===== src/rtl/gig_pkg.sv =====
package gig_pkg;
  localparam int XLEN       = 32;
  localparam int THR_W      = 8;
  localparam int TBL_SEL_W  = 4;
  localparam int KIND_SEL_W = 4;
  localparam int CSR_SEL_W  = 3;
  localparam int TAG_W      = 4;
  localparam int NUM_KINDS  = 10;

  // slices of the control random word
  localparam int OPC_GATE_LSB = 0;
  localparam int MUT_GATE_LSB = OPC_GATE_LSB + THR_W;
  localparam int TBL_LSB      = MUT_GATE_LSB + THR_W;
  localparam int KIND_LSB     = TBL_LSB + TBL_SEL_W;
  localparam int CSR_LSB      = KIND_LSB + KIND_SEL_W;

  typedef enum logic [2:0] {
    F_NONE, F_R, F_I, F_S, F_B, F_U, F_J, F_CSR
  } fmt_e;

  typedef enum logic [TAG_W-1:0] {
    MK_NONE     = 4'd0,
    MK_RD_ZERO  = 4'd1,
    MK_RD_RS1   = 4'd2,
    MK_RD_RS2   = 4'd3,
    MK_RS1_RS2  = 4'd4,
    MK_IMM_MIN  = 4'd5,
    MK_IMM_NEG1 = 4'd6,
    MK_IMM_ZERO = 4'd7,
    MK_IMM_ONE  = 4'd8,
    MK_IMM_MAX  = 4'd9,
    MK_CSR      = 4'd10
  } mut_e;

  typedef struct packed {
    logic [6:0] opcode;
    logic [2:0] f3;
    logic [6:0] f7;
    fmt_e       fmt;
  } enc_t;

  function automatic enc_t table_entry(input logic [TBL_SEL_W-1:0] idx);
    case (idx)
      4'd0:    return '{7'b0110111, 3'd0, 7'h00, F_U};
      4'd1:    return '{7'b0010111, 3'd0, 7'h00, F_U};
      4'd2:    return '{7'b1101111, 3'd0, 7'h00, F_J};
      4'd3:    return '{7'b1100111, 3'd0, 7'h00, F_I};
      4'd4:    return '{7'b1100011, 3'd0, 7'h00, F_B};
      4'd5:    return '{7'b1100011, 3'd1, 7'h00, F_B};
      4'd6:    return '{7'b1100011, 3'd4, 7'h00, F_B};
      4'd7:    return '{7'b0000011, 3'd2, 7'h00, F_I};
      4'd8:    return '{7'b0100011, 3'd2, 7'h00, F_S};
      4'd9:    return '{7'b0010011, 3'd0, 7'h00, F_I};
      4'd10:   return '{7'b0010011, 3'd2, 7'h00, F_I};
      4'd11:   return '{7'b0010011, 3'd4, 7'h00, F_I};
      4'd12:   return '{7'b0110011, 3'd0, 7'h00, F_R};
      4'd13:   return '{7'b0110011, 3'd0, 7'h20, F_R};
      4'd14:   return '{7'b1110011, 3'd1, 7'h00, F_CSR};
      default: return '{7'b1110011, 3'd2, 7'h00, F_CSR};
    endcase
  endfunction

  function automatic logic [11:0] csr_entry(input logic [CSR_SEL_W-1:0] idx);
    case (idx)
      3'd0:    return 12'h300;
      3'd1:    return 12'h301;
      3'd2:    return 12'h304;
      3'd3:    return 12'h305;
      3'd4:    return 12'h340;
      3'd5:    return 12'h341;
      3'd6:    return 12'h342;
      default: return 12'h344;
    endcase
  endfunction

  function automatic logic kind_fits(input fmt_e f, input mut_e k);
    case (k)
      MK_RD_ZERO:  return f inside {F_R, F_I, F_U, F_J, F_CSR};
      MK_RD_RS1:   return f inside {F_R, F_I, F_CSR};
      MK_RD_RS2:   return f == F_R;
      MK_RS1_RS2:  return f inside {F_R, F_S, F_B};
      MK_IMM_MIN, MK_IMM_NEG1, MK_IMM_ZERO, MK_IMM_ONE, MK_IMM_MAX:
                   return f inside {F_I, F_S, F_B, F_U, F_J};
      MK_CSR:      return f == F_CSR;
      default:     return 1'b0;
    endcase
  endfunction
endpackage


===== src/rtl/gig_lfsr.sv =====
module gig_lfsr #(
  parameter int             W         = 32,
  parameter logic [W-1:0]   TAPS      = 32'h80200003,
  parameter logic [W-1:0]   RESET_VAL = 32'h00000001,
  parameter logic [W-1:0]   ZERO_SUB  = 32'h1D872B41
) (
  input  logic         clk,
  input  logic         rst_n,
  input  logic         load,
  input  logic [W-1:0] load_val,
  input  logic         advance,
  output logic [W-1:0] state
);
  logic [W-1:0] st_q;
  logic [W-1:0] nxt;

  always_comb begin
    nxt = st_q >> 1;
    if (st_q[0]) nxt = nxt ^ TAPS;
  end

  always_ff @(posedge clk) begin
    if (!rst_n)       st_q <= (RESET_VAL == '0) ? ZERO_SUB : RESET_VAL;
    else if (load)    st_q <= (load_val == '0) ? ZERO_SUB : load_val;
    else if (advance) st_q <= nxt;
  end

  assign state = st_q;
endmodule


===== src/rtl/gig_opcode_inject.sv =====
module gig_opcode_inject
  import gig_pkg::*;
(
  input  logic [XLEN-1:0]      raw,
  input  logic                 en,
  input  logic [TBL_SEL_W-1:0] sel,
  output logic [XLEN-1:0]      word,
  output fmt_e                 fmt
);
  enc_t ent;

  always_comb begin
    ent  = table_entry(sel);
    word = raw;
    fmt  = F_NONE;
    if (en) begin
      fmt       = ent.fmt;
      word[6:0] = ent.opcode;
      if (!(ent.fmt inside {F_U, F_J})) word[14:12] = ent.f3;
      if (ent.fmt == F_R)               word[31:25] = ent.f7;
    end
  end
endmodule


===== src/rtl/gig_field_mutate.sv =====
module gig_field_mutate
  import gig_pkg::*;
(
  input  logic [XLEN-1:0]       word_in,
  input  fmt_e                  fmt,
  input  logic                  en,
  input  logic [KIND_SEL_W-1:0] kind_sel,
  input  logic [CSR_SEL_W-1:0]  csr_sel,
  output logic [XLEN-1:0]       word_out,
  output logic [TAG_W-1:0]      tag
);
  localparam logic [KIND_SEL_W-1:0] NK = KIND_SEL_W'(NUM_KINDS);

  logic [KIND_SEL_W-1:0] kfold;
  mut_e                  kind;
  logic                  apply;
  logic                  narrow;
  logic [19:0]           fld;

  always_comb begin
    kfold  = (kind_sel >= NK) ? kind_sel - NK : kind_sel;
    kind   = mut_e'(TAG_W'(kfold) + TAG_W'(1));
    apply  = en && kind_fits(fmt, kind);
    narrow = fmt inside {F_I, F_S, F_B};
    case (kind)
      MK_IMM_MIN:  fld = narrow ? 20'h00800 : 20'h80000;
      MK_IMM_MAX:  fld = narrow ? 20'h007FF : 20'h7FFFF;
      MK_IMM_NEG1: fld = 20'hFFFFF;
      MK_IMM_ONE:  fld = 20'h00001;
      default:     fld = 20'h00000;
    endcase

    word_out = word_in;
    tag      = MK_NONE;
    if (apply) begin
      tag = kind;
      case (kind)
        MK_RD_ZERO: word_out[11:7]  = 5'd0;
        MK_RD_RS1:  word_out[11:7]  = word_in[19:15];
        MK_RD_RS2:  word_out[11:7]  = word_in[24:20];
        MK_RS1_RS2: word_out[19:15] = word_in[24:20];
        MK_CSR:     word_out[31:20] = csr_entry(csr_sel);
        default: begin
          case (fmt)
            F_I: word_out[31:20] = fld[11:0];
            F_S: begin
              word_out[31:25] = fld[11:5];
              word_out[11:7]  = fld[4:0];
            end
            F_B: begin
              word_out[31]    = fld[11];
              word_out[7]     = fld[10];
              word_out[30:25] = fld[9:4];
              word_out[11:8]  = fld[3:0];
            end
            F_U: word_out[31:12] = fld;
            F_J: begin
              word_out[31]    = fld[19];
              word_out[19:12] = fld[18:11];
              word_out[20]    = fld[10];
              word_out[30:21] = fld[9:0];
            end
            default: ;
          endcase
        end
      endcase
    end
  end
endmodule


===== src/rtl/guided_insn_gen.sv =====
module guided_insn_gen
  import gig_pkg::*;
#(
  parameter logic [XLEN-1:0]  RESET_SEED  = 32'h00000001,
  parameter logic [XLEN-1:0]  ZERO_SEED   = 32'h1D872B41,
  parameter logic [XLEN-1:0]  CTRL_SALT   = 32'h6C078965,
  parameter logic [XLEN-1:0]  CTRL_ALT    = 32'h2545F491,
  parameter logic [XLEN-1:0]  LFSR_TAPS   = 32'h80200003,
  parameter logic [THR_W-1:0] OPC_THR_RST = 8'd250,
  parameter logic [THR_W-1:0] MUT_THR_RST = 8'd51
) (
  input  logic             clk,
  input  logic             rst_n,
  input  logic             seed_load,
  input  logic [XLEN-1:0]  seed_value,
  input  logic             cfg_load,
  input  logic [THR_W-1:0] cfg_opc_thr,
  input  logic [THR_W-1:0] cfg_mut_thr,
  output logic             out_valid,
  input  logic             out_ready,
  output logic [XLEN-1:0]  out_word,
  output logic [TAG_W-1:0] out_tag
);
  logic [XLEN-1:0]  wstate, cstate, inj_word, mut_word;
  logic [THR_W-1:0] opc_thr_q, mut_thr_q;
  logic [TAG_W-1:0] mut_tag;
  fmt_e             inj_fmt;
  logic             inj_en, mut_en, fill, advance;
  logic             out_valid_q;
  logic [XLEN-1:0]  out_word_q;
  logic [TAG_W-1:0] out_tag_q;

  assign fill    = !out_valid_q || out_ready;
  assign advance = fill && !seed_load;

  always_ff @(posedge clk) begin
    if (!rst_n) begin
      opc_thr_q <= OPC_THR_RST;
      mut_thr_q <= MUT_THR_RST;
    end else if (cfg_load) begin
      opc_thr_q <= cfg_opc_thr;
      mut_thr_q <= cfg_mut_thr;
    end
  end

  gig_lfsr #(.W(XLEN), .TAPS(LFSR_TAPS), .RESET_VAL(RESET_SEED), .ZERO_SUB(ZERO_SEED)) u_word_src (
    .clk(clk), .rst_n(rst_n), .load(seed_load), .load_val(seed_value),
    .advance(advance), .state(wstate)
  );

  gig_lfsr #(.W(XLEN), .TAPS(LFSR_TAPS), .RESET_VAL(RESET_SEED ^ CTRL_SALT), .ZERO_SUB(CTRL_ALT)) u_ctrl_src (
    .clk(clk), .rst_n(rst_n), .load(seed_load), .load_val(seed_value ^ CTRL_SALT),
    .advance(advance), .state(cstate)
  );

  assign inj_en = cstate[OPC_GATE_LSB +: THR_W] < opc_thr_q;
  assign mut_en = inj_en && (cstate[MUT_GATE_LSB +: THR_W] < mut_thr_q);

  gig_opcode_inject u_inject (
    .raw(wstate), .en(inj_en), .sel(cstate[TBL_LSB +: TBL_SEL_W]),
    .word(inj_word), .fmt(inj_fmt)
  );

  gig_field_mutate u_mutate (
    .word_in(inj_word), .fmt(inj_fmt), .en(mut_en),
    .kind_sel(cstate[KIND_LSB +: KIND_SEL_W]), .csr_sel(cstate[CSR_LSB +: CSR_SEL_W]),
    .word_out(mut_word), .tag(mut_tag)
  );

  always_ff @(posedge clk) begin
    if (!rst_n) begin
      out_valid_q <= 1'b0;
      out_word_q  <= '0;
      out_tag_q   <= '0;
    end else if (seed_load) begin
      out_valid_q <= 1'b0;
    end else if (fill) begin
      out_valid_q <= 1'b1;
      out_word_q  <= mut_word;
      out_tag_q   <= mut_tag;
    end
  end

  assign out_valid = out_valid_q;
  assign out_word  = out_word_q;
  assign out_tag   = out_tag_q;
endmodule


===== config.mk =====
export PLATFORM = sky130hd
export DESIGN_NAME = guided_insn_gen
export DESIGN_NICKNAME = d
export VERILOG_FILES = /design/src/rtl/gig_pkg.sv /design/src/rtl/gig_lfsr.sv /design/src/rtl/gig_opcode_inject.sv /design/src/rtl/gig_field_mutate.sv /design/src/rtl/guided_insn_gen.sv
export SDC_FILE = /design/constraint.sdc
export NUM_CORES = 1
export LEC_CHECK = 0
export ABC_AREA = 1
export BUFFER_PORTS_ARGS = -buffer_cell sky130_fd_sc_hd__buf_2
export CAP_MARGIN = 0
export CORE_MARGIN = 2
export CORE_UTILIZATION = 63
export CTS_CLUSTER_SIZE = 25
export DETAILED_ROUTE_END_ITERATION = 10
export PLACE_DENSITY = 0.86
export REMOVE_ABC_BUFFERS = 1
export SETUP_SLACK_MARGIN = 0.15
export SLEW_MARGIN = 10
export SYNTH_ARGS = -nofsm -noshare
export SYNTH_HDL_FRONTEND = slang
export SYNTH_SLANG_ARGS = --single-unit

===== constraint.sdc =====
create_clock -name clk -period 5.7 [get_ports clk]
set_input_delay 1.71 -clock clk [delete_from_list [all_inputs] [get_ports clk]]
set_output_delay 1.71 -clock clk [all_outputs]
set_load 0.01 [all_outputs]

==> summary.md, run 1 <==
| Metric | Value |
|---|---|
| Status | finished, final reports clean |
| Boundary pin count | 90 |
| DRC | 0 |
| Layout cell share with drive strength beyond 1 | 13.5% |
| #FFs+latches synth | 129 |
| Max_slew headroom | 33.2% |
| Startpoint types | register |
| Die X | 110 um |
| Gpl congestion | 0.989 |
| R2r endpoint | out_word[26]$_SDFFE_PN0P_ |
| Clk root buf | clkbuf_8 |
| Worst r2r path cells | 12 |
| RSZ-0062 raised after global routing | false |
| Period utilisation layout | 64.4% |
| Drt wl/cell | 17.2 um |
| Maxcap violations | 0 |
| Most common cell in the synthesized netlist | nand2_1 |
| Die ar. | 0.0121 mm^2 |
| Post-synth EDFFs | 0 |
| Clock Latency Late Sink | 0.55 ns |
| Cell variety after synth | 42 |
| PortBufs | 89 |
| Postcts setup bufs | 0 |
| Slew @ Worst Pin | 1.00 ns |
| First-pass GRT wire length | 35,200 um |
| P_leak | 3.84 nW |
| PD cells | 323 mW/mm^2 |
| Area share of the leading cell type in the synthesized netlist | 36.4% |
| Resized cells post-CTS | 0 |
| CP Capture Type | register |
| Clock transition at path regs | 0.06 ns |
| Crit path DAT | 4.10 ns |
| GR Overflow Total | 0 |
| Main synth FF type | dfxtp_1 |
| Reg-to-Reg Start | u_ctrl_src.state[5]$_SDFFE_PN1N_ |
| Max-slew violations | 0 |
| Area Growth Syn to Fin | 15.1% |
| Num CTS Buffers | 17 |
| Overall global routing resource usage | 37.8% |
| Antenna Cells | 0 |
| Placed wire-length estimate | 15,000 um |
| Initial antenna violation count | 0 |
| Area leader, netlist | dfxtp_1 |
| Post-Syn Instances | 1,061 |
| Final setup fails | 0 |
| WL final | 21,900 um |
| CTS tree | built |
| Clk sinks | 129 |
| TritonRoute pass-1 iters | 9 |
| Pre-CTS WS | 1.70 ns |
| Hold depth | 2 |
| Core Area | 0.0109 mm^2 |
| Register-to-register setup slack | 2.03 ns |
| Initial core utilization | 65.1% |
| Max Fanout on Critical Path | 21 |
| Commonest cells post-synth | 310 x nand2_1, 129 x dfxtp_1, 107 x inv_1, 86 x nor2_1, 78 x a21oi_1 |
| WP data required | 6.13 ns |
| Hold crit path type | reg2reg |
| Max Buffers Root-to-Sink | 2 |
| Vias | 7,664 |
| Hold Path End | mut_thr_q[7]$_SDFFE_PN0P_ |
| Yosys Warn Count | 0 |
| Synth top area cells | dfxtp_1 36%, nand2_1 16%, inv_1 5.7% |
| FMAX | 272 MHz |
| Post-DRT Antenna Nets | 0 |
| Row Count | 38 |
| Max VDD drop | 0.284 mV |
| WS Path Type | reg2reg |
| Filler cell count | 931 |
| Async S/R FF share, synth | 0% |
| Worst hold start | mut_thr_q[7]$_SDFFE_PN0P_ |
| Mapped cell area | 0.00709 mm^2 |
| Final std cells w/o fill | 1,273 |
| Vias in the first global route | 7,073 |
| Cts hold-fix bufs | 0 |
| Final Hold Viols | 0 |
| Vias per Instance | 6.02 |
| Register area share after synthesis | 36.4% |
| Final Net Count | 1,196 |
| Fin worst setup slack | 2.03 ns |
| H-tree depth | 4 |
| DRT iter0 DRCs | 714 |
| Placed insts | 1,244 |
| Clk_skew | 0.0101 ns |
| Post-layout min period | 3.67 ns |
| Post-Syn Area per Cell | 6.68 um^2 |
| Largest net degree at the start of global routing | 59 |
| Die H | 110 um |
layer usage:
layer	track usage (%)	share of wire, %
met5	0	0
met1	46.2	39
met3	8.35	9.4
met2	61.8	46
met4	20.9	5.0
worst max-delay path: stages (launching register included):
cell and delay [ns]:
dfxtp_1 0.34, ha_1 0.33, a21oi_1 0.21, o21a_1 0.40
nand2_2 0.33, inv_2 0.22, nand2_1 0.11, nor3_4 0.67
nand2_2 0.48, nand3_1 0.17, nand2_1 0.06, nor2_1 0.15
nor2_1 0.06
how the worst max path moves through the flow:
stage	from	endpoint	slack, ns
floorplan	out_ready	out_word[3]$_SDFFE_PN0P_	-0.67
global placement	seed_value[21]	u_inject.ent[19]$_DFF_P_	1.76
detailed placement	seed_value[21]	u_inject.ent[19]$_DFF_P_	1.70
CTS	u_ctrl_src.state[5]$_SDFFE_PN1N_	out_word[18]$_SDFFE_PN0P_	2.16
global route	opc_thr_q[5]$_SDFFE_PN1P_	out_word[17]$_SDFFE_PN0P_	1.82
finish	u_ctrl_src.state[5]$_SDFFE_PN1N_	out_word[26]$_SDFFE_PN0P_	2.03
kinds of logic after synthesis:
logic type | synth area share (%)
fa+ha+maj | 3.53
mux | 0.159
flops | 36.4
simple gates | 31.5
buf+inv | 8.97
xor+xnor | 0.512
compound gates | 18.9
state kept, by name, summed over array words and instances, names as in the netlist:
name,flops
u_word_src.state,32
opc_thr_q,8
out_valid,1
u_ctrl_src.state,32
u_inject.ent,12
mut_thr_q,8
out_word,32
out_tag,4
power by group:
part / internal (mW) / leakage (nW) / switching (mW)
clock: 0.708 / 0.292 / 0.407
sequential: 0.968 / 1.07 / 0.0503
combinational: 0.157 / 2.48 / 0.344
metrics by stage:
stage | power, mW | utilization, % | setup TNS [ns] | cell area [um^2] | hold WS [ns]
after global placement | 1.51 | 69.4 | 0 | 7560 | 0.450
after CTS | 2.62 | 74.9 | 0 | 8160 | 0.461
final | 2.63 | 74.9 | 0 | 8160 | 0.459
after floorplan | 1.35 | - | -17.44 | 6870 | 0.437
after detailed placement | 1.52 | 69.4 | 0 | 7560 | 0.452
after global routing | 2.74 | 74.9 | 0 | 8160 | 0.473
layout by cell type (no fill, tap or decap), drive strengths merged, types with 2 or more instances in the layout:
cell type,n
nand2,320
dfxtp,129
inv,112
buf,94
nor2,89
a21oi,79
nand3,69
o21ai,66
a31oi,23
nand4,21
clkbuf,21
ha,20
o22ai,14
a221oi,12
a41oi,12
nor4,8
o2111ai,8
o211ai,7
nor3,6
clkinv,4
or4,3
o21a,3
bufinv,3
nand3b,2
o221ai,2
layout make-up:
| cell class | count | area (um^2) | share of cell area [%] |
|---|---|---|---|
| timing repair buffer | 94 | 495 | 6.08 |
| clock buffer | 21 | 469 | 5.75 |
| inverter | 112 | 420 | 5.15 |
| tap | 140 | 175 | 2.15 |
| clock inverter | 8 | 129 | 1.58 |
| sequential | 129 | 2580 | 31.7 |
| multi-input combinational | 769 | 3880 | 47.6 |
Power figures use the tool's default switching activity.
==> run 2: changes to the inputs <==
--- a/config.mk
+++ b/config.mk
@@ -9,10 +9,10 @@
 export BUFFER_PORTS_ARGS = -buffer_cell sky130_fd_sc_hd__buf_2
 export CAP_MARGIN = 0
 export CORE_MARGIN = 2
-export CORE_UTILIZATION = 63
+export CORE_UTILIZATION = 53
 export CTS_CLUSTER_SIZE = 25
 export DETAILED_ROUTE_END_ITERATION = 10
-export PLACE_DENSITY = 0.86
+export PLACE_DENSITY = 0.77
 export REMOVE_ABC_BUFFERS = 1
 export SETUP_SLACK_MARGIN = 0.15
 export SLEW_MARGIN = 10
==> constraint.sdc (replaced) <==
create_clock -name clk -period 3.3 [get_ports clk]
set_input_delay 0.99 -clock clk [delete_from_list [all_inputs] [get_ports clk]]
set_output_delay 0.99 -clock clk [all_outputs]
set_load 0.01 [all_outputs]
==> run 2 against run 1 <==
  * Clock skew decreased by 0.0036 ns
  * Total power increased by 74%
  * Sequential share of layout area decreased by 0.68 points
  * Clock power increased by 76%
  * Wire length decreased by 1.3%
  * Setup slack got worse by 1.7 ns
  * Non-clock buffer count increased by 15
==> summary.md, run 2 (synthesis results as in run 1) <==
| Metric | Value |
|---|---|
| Status | finished, final reports clean |
| H-tree depth | 4 (unchanged) |
| Vias in the first global route | 6,944 (-1.8%) |
| Postcts setup bufs | 0 (unchanged) |
| Drt wl/cell | 16.3 um (-5.2%) |
| Setup_tns | 0 ns (unchanged) |
| CTS tree | built |
| Post-placement cell area | 0.00770 mm^2 (+1.9%) |
| Clock transition at path regs | 0.06 ns (about the same) |
| Most frequent cells in the layout | 310 x nand2_1, 129 x dfxtp_1, 106 x inv_1, 89 x buf_2, 84 x nor2_1 |
| Register area | 0.00258 mm^2 (unchanged) |
| Psw | 1.34 mW (+67%) |
| Boundary pin count | 90 (unchanged) |
| Core Area | 0.0131 mm^2 (+21%) |
| Crit-path cells | inv_2, ha_1, nand2_1, nand2_4, nor2_1, nand2_1, nand2_1, nor2_2, nand2_1, a21oi_1, nor2_2, nand3_4, nand2_4, inv_1, nand2_1, nand3_1, nand2_1, inv_1 |
| FMAX | 342 MHz (+25%) |
| Die H | 120 um (+8.7%) |
| Clock Latency Late Sink | 0.42 ns (-0.13 ns) |
| WS Path Type | reg2reg |
| Sw frac | 29.3% (-1.1 points) |
| M2 GR Usage | 49.8% (-12 points) |
| Die X | 120 um (+8.7%) |
| Top Family by Delay on Critical Path | simple AND/OR/NAND/NOR gates |
| Cts hold-fix bufs | 0 (unchanged) |
| Final Net Count | 1,211 (+1.3%) |
| Overall global routing resource usage | 30.9% (-6.9 points) |
| Max Fanout on Critical Path | 21 (unchanged) |
| Crit path DAT | 3.25 ns (-0.85 ns) |
| DRC | 0 (unchanged) |
| Clk_skew | 0.00646 ns (-0.00359 ns) |
| DRT iter0 DRCs | 514 (-28%) |
| Clk network pwr share | 42.5% (+0.2 points) |
| Row Count | 42 (+11%) |
| Startpoint types | register |
| Post-DRT Antenna Nets | 0 (unchanged) |
| Vias per Instance | 5.71 (-5.2%) |
| Slew @ Worst Pin | 0.548 ns (-0.453 ns) |
| WHS | 0.459 ns (-0.000303 ns) |
| Resized cells post-CTS | 1 (+1) |
| Design area | 0.00833 mm^2 (+2.2%) |
| GR Layer Usage met3 | 6.51% (-1.8 points) |
| Clk root buf | clkbuf_16 |
| P_leak | 3.91 nW (+2.0%) |
| GR Util met1 | 38.7% (-7.4 points) |
| PD cells | 550 mW/mm^2 (+70%) |
| RSZ-0062 raised after global routing | true |
| Placed wire-length estimate | 16,100 um (+7.0%) |
| Most Frequent Cell on Critical Path | nand2_1 |
| End-of-flow core utilization | 63.4% (-11 points) |
| Final setup fails | 0 (unchanged) |
| Max Buffers Root-to-Sink | 2 (unchanged) |
| CP Capture Type | register |
| Critical-path cell with the highest stage delay | dfxtp_1 |
| Max-slew violations | 0 (unchanged) |
| Num CTS Buffers | 17 (unchanged) |
| Internal Pwr Total | 3.24 mW (+77%) |
| Largest stage delay, worst path | 0.43 ns (-0.24 ns) |
| Antenna Cells | 0 (unchanged) |
| Max_slew headroom | 63.2% (+30 points) |
| Layout cell share with drive strength beyond 1 | 14.4% (+0.94 points) |
| Vias | 7,562 (-1.3%) |
| Commonest non-fill, non-tap cell in the layout | nand2_1 |
| Crit path buf inv count | 3 (+2) |
| Hold crit path type | reg2reg |
| Max VDD drop | 0.368 mV (+30%) |
| Largest net degree at the start of global routing | 50 (-15%) |
| WP data required | 3.62 ns (-2.51 ns) |
| Total chip power | 4.58 mW (+74%) |
| WL final | 21,600 um (-1.3%) |
| Clk sinks | 129 (unchanged) |
| Combinational group share of total power | 19.1% (about the same) |
| Die ar. | 0.0143 mm^2 (+18%) |
| Period utilisation layout | 88.7% (+24 points) |
| PortBufs | 89 (unchanged) |
| GR Overflow Total | 0 (unchanged) |
| Initial core utilization | 53.9% (-11 points) |
| Initial antenna violation count | 0 (unchanged) |
| Gpl congestion | 1.05 (+6.4%) |
| Final Hold Viols | 0 (unchanged) |
| Footprint of the multi-input gates | 0.00391 mm^2 (+0.61%) |
| Register-to-register setup slack | 0.37 ns (-1.65 ns) |
| TritonRoute pass-1 iters | 5 (-4) |
| Post-layout min period | 2.93 ns (-0.745 ns) |
| Seq pwr share | 38.4% (-0.3 points) |
| Busiest grt layer | met2 |
| First-pass GRT wire length | 34,700 um (-1.5%) |
| Maxcap violations | 0 (unchanged) |
| Filler cell count | 1,259 (+35%) |
| Area Growth Syn to Fin | 17.6% |
run 2: cell types whose count changed in the layout (fill, tap and decap cells not counted), sizes merged:
cell / delta
clkbuf: +5
inv: -1
clkinv: -3
buf: +15
run 2: worst paths after layout:
path	cells past startpoint	endpoint	from
worst max-delay path	18	out_word[25]$_SDFFE_PN0P_	u_ctrl_src.state[22]$_SDFFE_PN0N_
worst min-delay path	2	out_tag[2]$_SDFFE_PN0P_	out_tag[2]$_SDFFE_PN0P_
worst max register to register	18	out_word[25]$_SDFFE_PN0P_	u_ctrl_src.state[22]$_SDFFE_PN0N_
worst min register to register	2	out_tag[2]$_SDFFE_PN0P_	out_tag[2]$_SDFFE_PN0P_
run 2: through the flow:
step,worst slack [ns],cells
final,0.373,1325
after detailed placement,0.144,1295
after floorplan,-2.35,1010
after global routing,0.131,1325
after global placement,0.147,1295
after CTS,0.224,1325
run 2: power by group through the flow:
stage	Sequential [mW]	Combinational, mW	Clock, mW
detailed placement	1.79	0.849	0
CTS	1.75	0.856	1.96
floorplan	1.78	0.553	0
global placement	1.78	0.840	0
global route	1.77	0.974	2.04
finish	1.76	0.876	1.95
run 2: layout make-up:
type / count / share of cell area [%]
clock inverter: 4 / 1.17
tap: 176 / 2.64
clock buffer: 26 / 6.11
sequential: 129 / 31.0
inverter: 112 / 5.05
multi-input combinational: 769 / 46.9
timing repair buffer: 109 / 7.15
run 2: routing by layer:
| layer | routed length (um) | vias up |
|---|---|---|
| li1 | - | 3721 |
| met1 | 9000 | 3433 |
| met2 | 9950 | 329 |
| met3 | 1660 | 79 |
| met4 | 999 | 0 |
| met5 | 0 | - |
run 2: worst reg2reg max path, stage by stage (launching register included):
cell and delay (ns):
dfxtp_1 0.43, inv_2 0.08, ha_1 0.27, nand2_1 0.10, nand2_4 0.09, nor2_1 0.15, nand2_1 0.07, nand2_1 0.18
nor2_2 0.08, nand2_1 0.24, a21oi_1 0.09, nor2_2 0.18, nand3_4 0.23, nand2_4 0.28, inv_1 0.11, nand2_1 0.08
nand3_1 0.06, nand2_1 0.08, inv_1 0.04
==> run 3: changes to the inputs <==
--- a/config.mk
+++ b/config.mk
@@ -8,13 +8,14 @@
 export ABC_AREA = 1
 export BUFFER_PORTS_ARGS = -buffer_cell sky130_fd_sc_hd__buf_2
 export CAP_MARGIN = 0
-export CORE_MARGIN = 2
+export CORE_MARGIN = 10
 export CORE_UTILIZATION = 53
 export CTS_CLUSTER_SIZE = 25
 export DETAILED_ROUTE_END_ITERATION = 10
+export MAX_ROUTING_LAYER = met4
 export PLACE_DENSITY = 0.77
 export REMOVE_ABC_BUFFERS = 1
-export SETUP_SLACK_MARGIN = 0.15
+export SETUP_SLACK_MARGIN = 0.4
 export SLEW_MARGIN = 10
 export SYNTH_ARGS = -nofsm -noshare
 export SYNTH_HDL_FRONTEND = slang
==> run 3 against run 2 <==
  * Hold slack better by 0.00063 ns
  * Sequential cell count unchanged
  * Clock skew up 0.0033 ns
  * Sequential power about the same
  * Setup slack better by 0.12 ns
  * Wire length up 9.0%
  * Clock power about the same
  * Die area up 29%
==> summary.md, run 3 (synthesis results as in run 1) <==
| Metric | Value |
|---|---|
| Clk root buf | clkbuf_16 |
| End-of-flow core utilization | 64.8% (+1.4 points) |
| Internal Pwr Total | 3.24 mW (about the same) |
| Final Hold Viols | 0 (unchanged) |
| Clock transition at path regs | 0.06 ns (about the same) |
| Initial core utilization | 53.7% (-0.21 points) |
| Routed wl met2 | 10,900 um (+9.4%) |
| DRT iter0 DRCs | 872 (+70%) |
| RSZ-0062 raised after global routing | false |
| Drt wl/cell | 17.5 um (+7.5%) |
| Max Fanout on Critical Path | 8 (-62%) |
| Die X | 136 um (+13%) |
| Gpl congestion | 1.05 (about the same) |
| WP data required | 3.69 ns (+0.07 ns) |
| Top Family by Delay on Critical Path | simple AND/OR/NAND/NOR gates |
| Psw | 1.45 mW (+7.7%) |
| P_leak | 4.02 nW (+2.8%) |
| Maxcap violations | 0 (unchanged) |
| Clock Latency Late Sink | 0.44 ns (+0.02 ns) |
| Crit path buf inv count | 4 (+1) |
| CP Capture Type | register |
| Final Net Count | 1,228 (+1.4%) |
| Antenna Cells | 0 (unchanged) |
| Met3 wire length | 1810 um (+8.7%) |
| Overall global routing resource usage | 25.5% (-5.4 points) |
| Max Buffers Root-to-Sink | 2 (unchanged) |
| DRC | 0 (unchanged) |
| Die ar. | 0.0184 mm^2 (+29%) |
| Core Area | 0.0132 mm^2 (+0.40%) |
| DRT met1 WL | 9880 um (+9.8%) |
| PD cells | 548 mW/mm^2 (-0.22%) |
| Sw frac | 30.9% (+1.5 points) |
| Boundary pin count | 90 (unchanged) |
| Largest net degree at the start of global routing | 61 (+22%) |
| Cts hold-fix bufs | 0 (unchanged) |
| Clk sinks | 129 (unchanged) |
| Most frequent cells in the layout | 306 x nand2_1, 125 x dfxtp_1, 106 x inv_1, 89 x buf_2, 83 x nor2_1 |
| Vias | 7,677 (+1.5%) |
| CTS tree | built |
| Row Count | 42 (unchanged) |
| Layout cell share with drive strength beyond 1 | 16.9% (+2.4 points) |
| Startpoint types | register |
| Seq pwr share | 37.5% (-0.9 points) |
| Placed insts | 1,299 (+0.31%) |
| First-pass GRT wire length | 36,800 um (+5.9%) |
| Clk_skew | 0.00977 ns (+0.00331 ns) |
| Largest stage delay, worst path | 0.35 ns (-0.08 ns) |
| Post-layout min period | 2.81 ns (-0.118 ns) |
| Period utilisation layout | 85.1% (-3.6 points) |
| Worst hold start | out_word[9]$_SDFFE_PN0P_ |
| Status | finished, final reports clean |
| FMAX | 356 MHz (+4.2%) |
| Max VDD drop | 0.401 mV (+8.9%) |
| Vias in the first global route | 7,089 (+2.1%) |
| Post-DRT Antenna Nets | 0 (unchanged) |
| Vias per Instance | 5.71 (about the same) |
| Crit path DAT | 3.19 ns (-0.06 ns) |
| TritonRoute pass-1 iters | 6 (+1) |
| Initial antenna violation count | 0 (unchanged) |
| Final std cells w/o fill | 1,344 (+1.4%) |
| GR Overflow Total | 0 (unchanged) |
| Area Growth Syn to Fin | 20.6% |
| Final setup fails | 0 (unchanged) |
| Placed wire-length estimate | 17,000 um (+5.9%) |
| PortBufs | 89 (unchanged) |
| Hold crit path type | reg2reg |
| Die H | 136 um (+13%) |
| WL final | 23,600 um (+9.0%) |
| WS Path Type | reg2reg |
| Max-slew violations | 0 (unchanged) |
| H-tree depth | 4 (unchanged) |
| Max_slew headroom | 65.6% (+2.4 points) |
| Slew @ Worst Pin | 0.516 ns (-0.0316 ns) |
| Filler cell count | 1,262 (+0.24%) |
| Num CTS Buffers | 17 (unchanged) |
| Commonest non-fill, non-tap cell in the layout | nand2_1 |
| Crit-path cells | inv_1, ha_1, nand2_1, nand2_4, xnor2_4, inv_2, nand3_2, nor2_1, nor2_2, nand3_4, buf_12, nand3_1, nand2_1, nand3_1, nand2_1, inv_1 |
| Setup_tns | 0 ns (unchanged) |
| Most Frequent Cell on Critical Path | nand2_1 |
| Combinational group share of total power | 21.2% (+2.1 points) |
| Critical-path cell with the highest stage delay | dfxtp_2 |
| Reg-to-Reg Start | u_ctrl_src.state[21]$_SDFFE_PN0N_ |
| Clk network pwr share | 41.3% (-1.2 points) |
| Max layer used | met4 |
| Critical Path Start | u_ctrl_src.state[21]$_SDFFE_PN0N_ |
[run 3: cell types whose count changed in the layout (fill, tap and decap cells not counted), moves of 2 or more]
cell and change:
clkbuf_8 -3, dfxtp_2 +4, buf_12 +2, nand2_1 -4, clkinv_2 +4, nand2_2 +2
dfxtp_1 -4, buf_4 +13, nand2_4 +2
[run 3: power groups by stage]
stage / combinational, mW / clock, mW / sequential (mW)
after floorplan: 0.553 / 0 / 1.78
after global placement: 0.867 / 0 / 1.78
after detailed placement: 0.873 / 0 / 1.79
after CTS: 0.893 / 1.94 / 1.75
after global routing: 1.09 / 2.01 / 1.77
final: 0.994 / 1.94 / 1.76
[run 3: what timing repair did]
| item | CTS | global route |
|---|---|---|
| endpoints found under the hold margin | 0 | 0 |
| pin swaps | 1 | 3 |
| resized for setup | 2 | 20 |
| setup buffers | 3 | 8 |
| endpoints found under the setup margin | 26 | 29 |
| gates cloned | 0 | 2 |
[run 3: metal layers]
| layer | GRT usage (%) | vias up |
|---|---|---|
| met5 | - | - |
| met4 | 11.7 | 0 |
| met3 | 5.12 | 78 |
| met2 | 39.9 | 357 |
| met1 | 31.1 | 3485 |
| li1 | - | 3757 |
[run 3: per-stage QoR]
| step | cell area (um^2) | worst slack, ns | hold slack [ns] | total power, mW |
|---|---|---|---|---|
| 2_1_floorplan | 6870 | -2.35 | 0.437 | 2.33 |
| 3_3_place_gp | 7740 | 0.250 | 0.448 | 2.65 |
| 3_5_place_dp | 7740 | 0.239 | 0.452 | 2.66 |
| 4_1_cts | 8370 | 0.435 | 0.461 | 4.58 |
| 5_1_grt | 8550 | 0.313 | 0.476 | 4.88 |
| 6_report | 8550 | 0.491 | 0.460 | 4.69 |
[run 3: cell type report]
class | count | area [um^2] | share of cell area, %
sequential | 129 | 2590 | 30.3
tap | 176 | 220 | 2.58
inverter | 112 | 420 | 4.92
multi-input combinational | 771 | 3990 | 46.6
clock inverter | 10 | 134 | 1.57
clock buffer | 22 | 464 | 5.43
timing repair buffer | 124 | 733 | 8.58
[run 3: path summary, 6_finish.rpt]
path              depth (start not counted)                   endpoint  slack [ns]
hold / removal                            2   out_word[9]$_SDFFE_PN0P_        0.46
setup reg to reg                         16  out_word[31]$_SDFFE_PN0P_        0.49
setup / recovery                         16  out_word[31]$_SDFFE_PN0P_        0.49
hold reg to reg                           2   out_word[9]$_SDFFE_PN0P_        0.46
[run 3: tightest hold or removal path: stages, from the launching register on]
cell and delay, ns:
dfxtp_1 0.30, nand2_1 0.06, a21oi_1 0.05
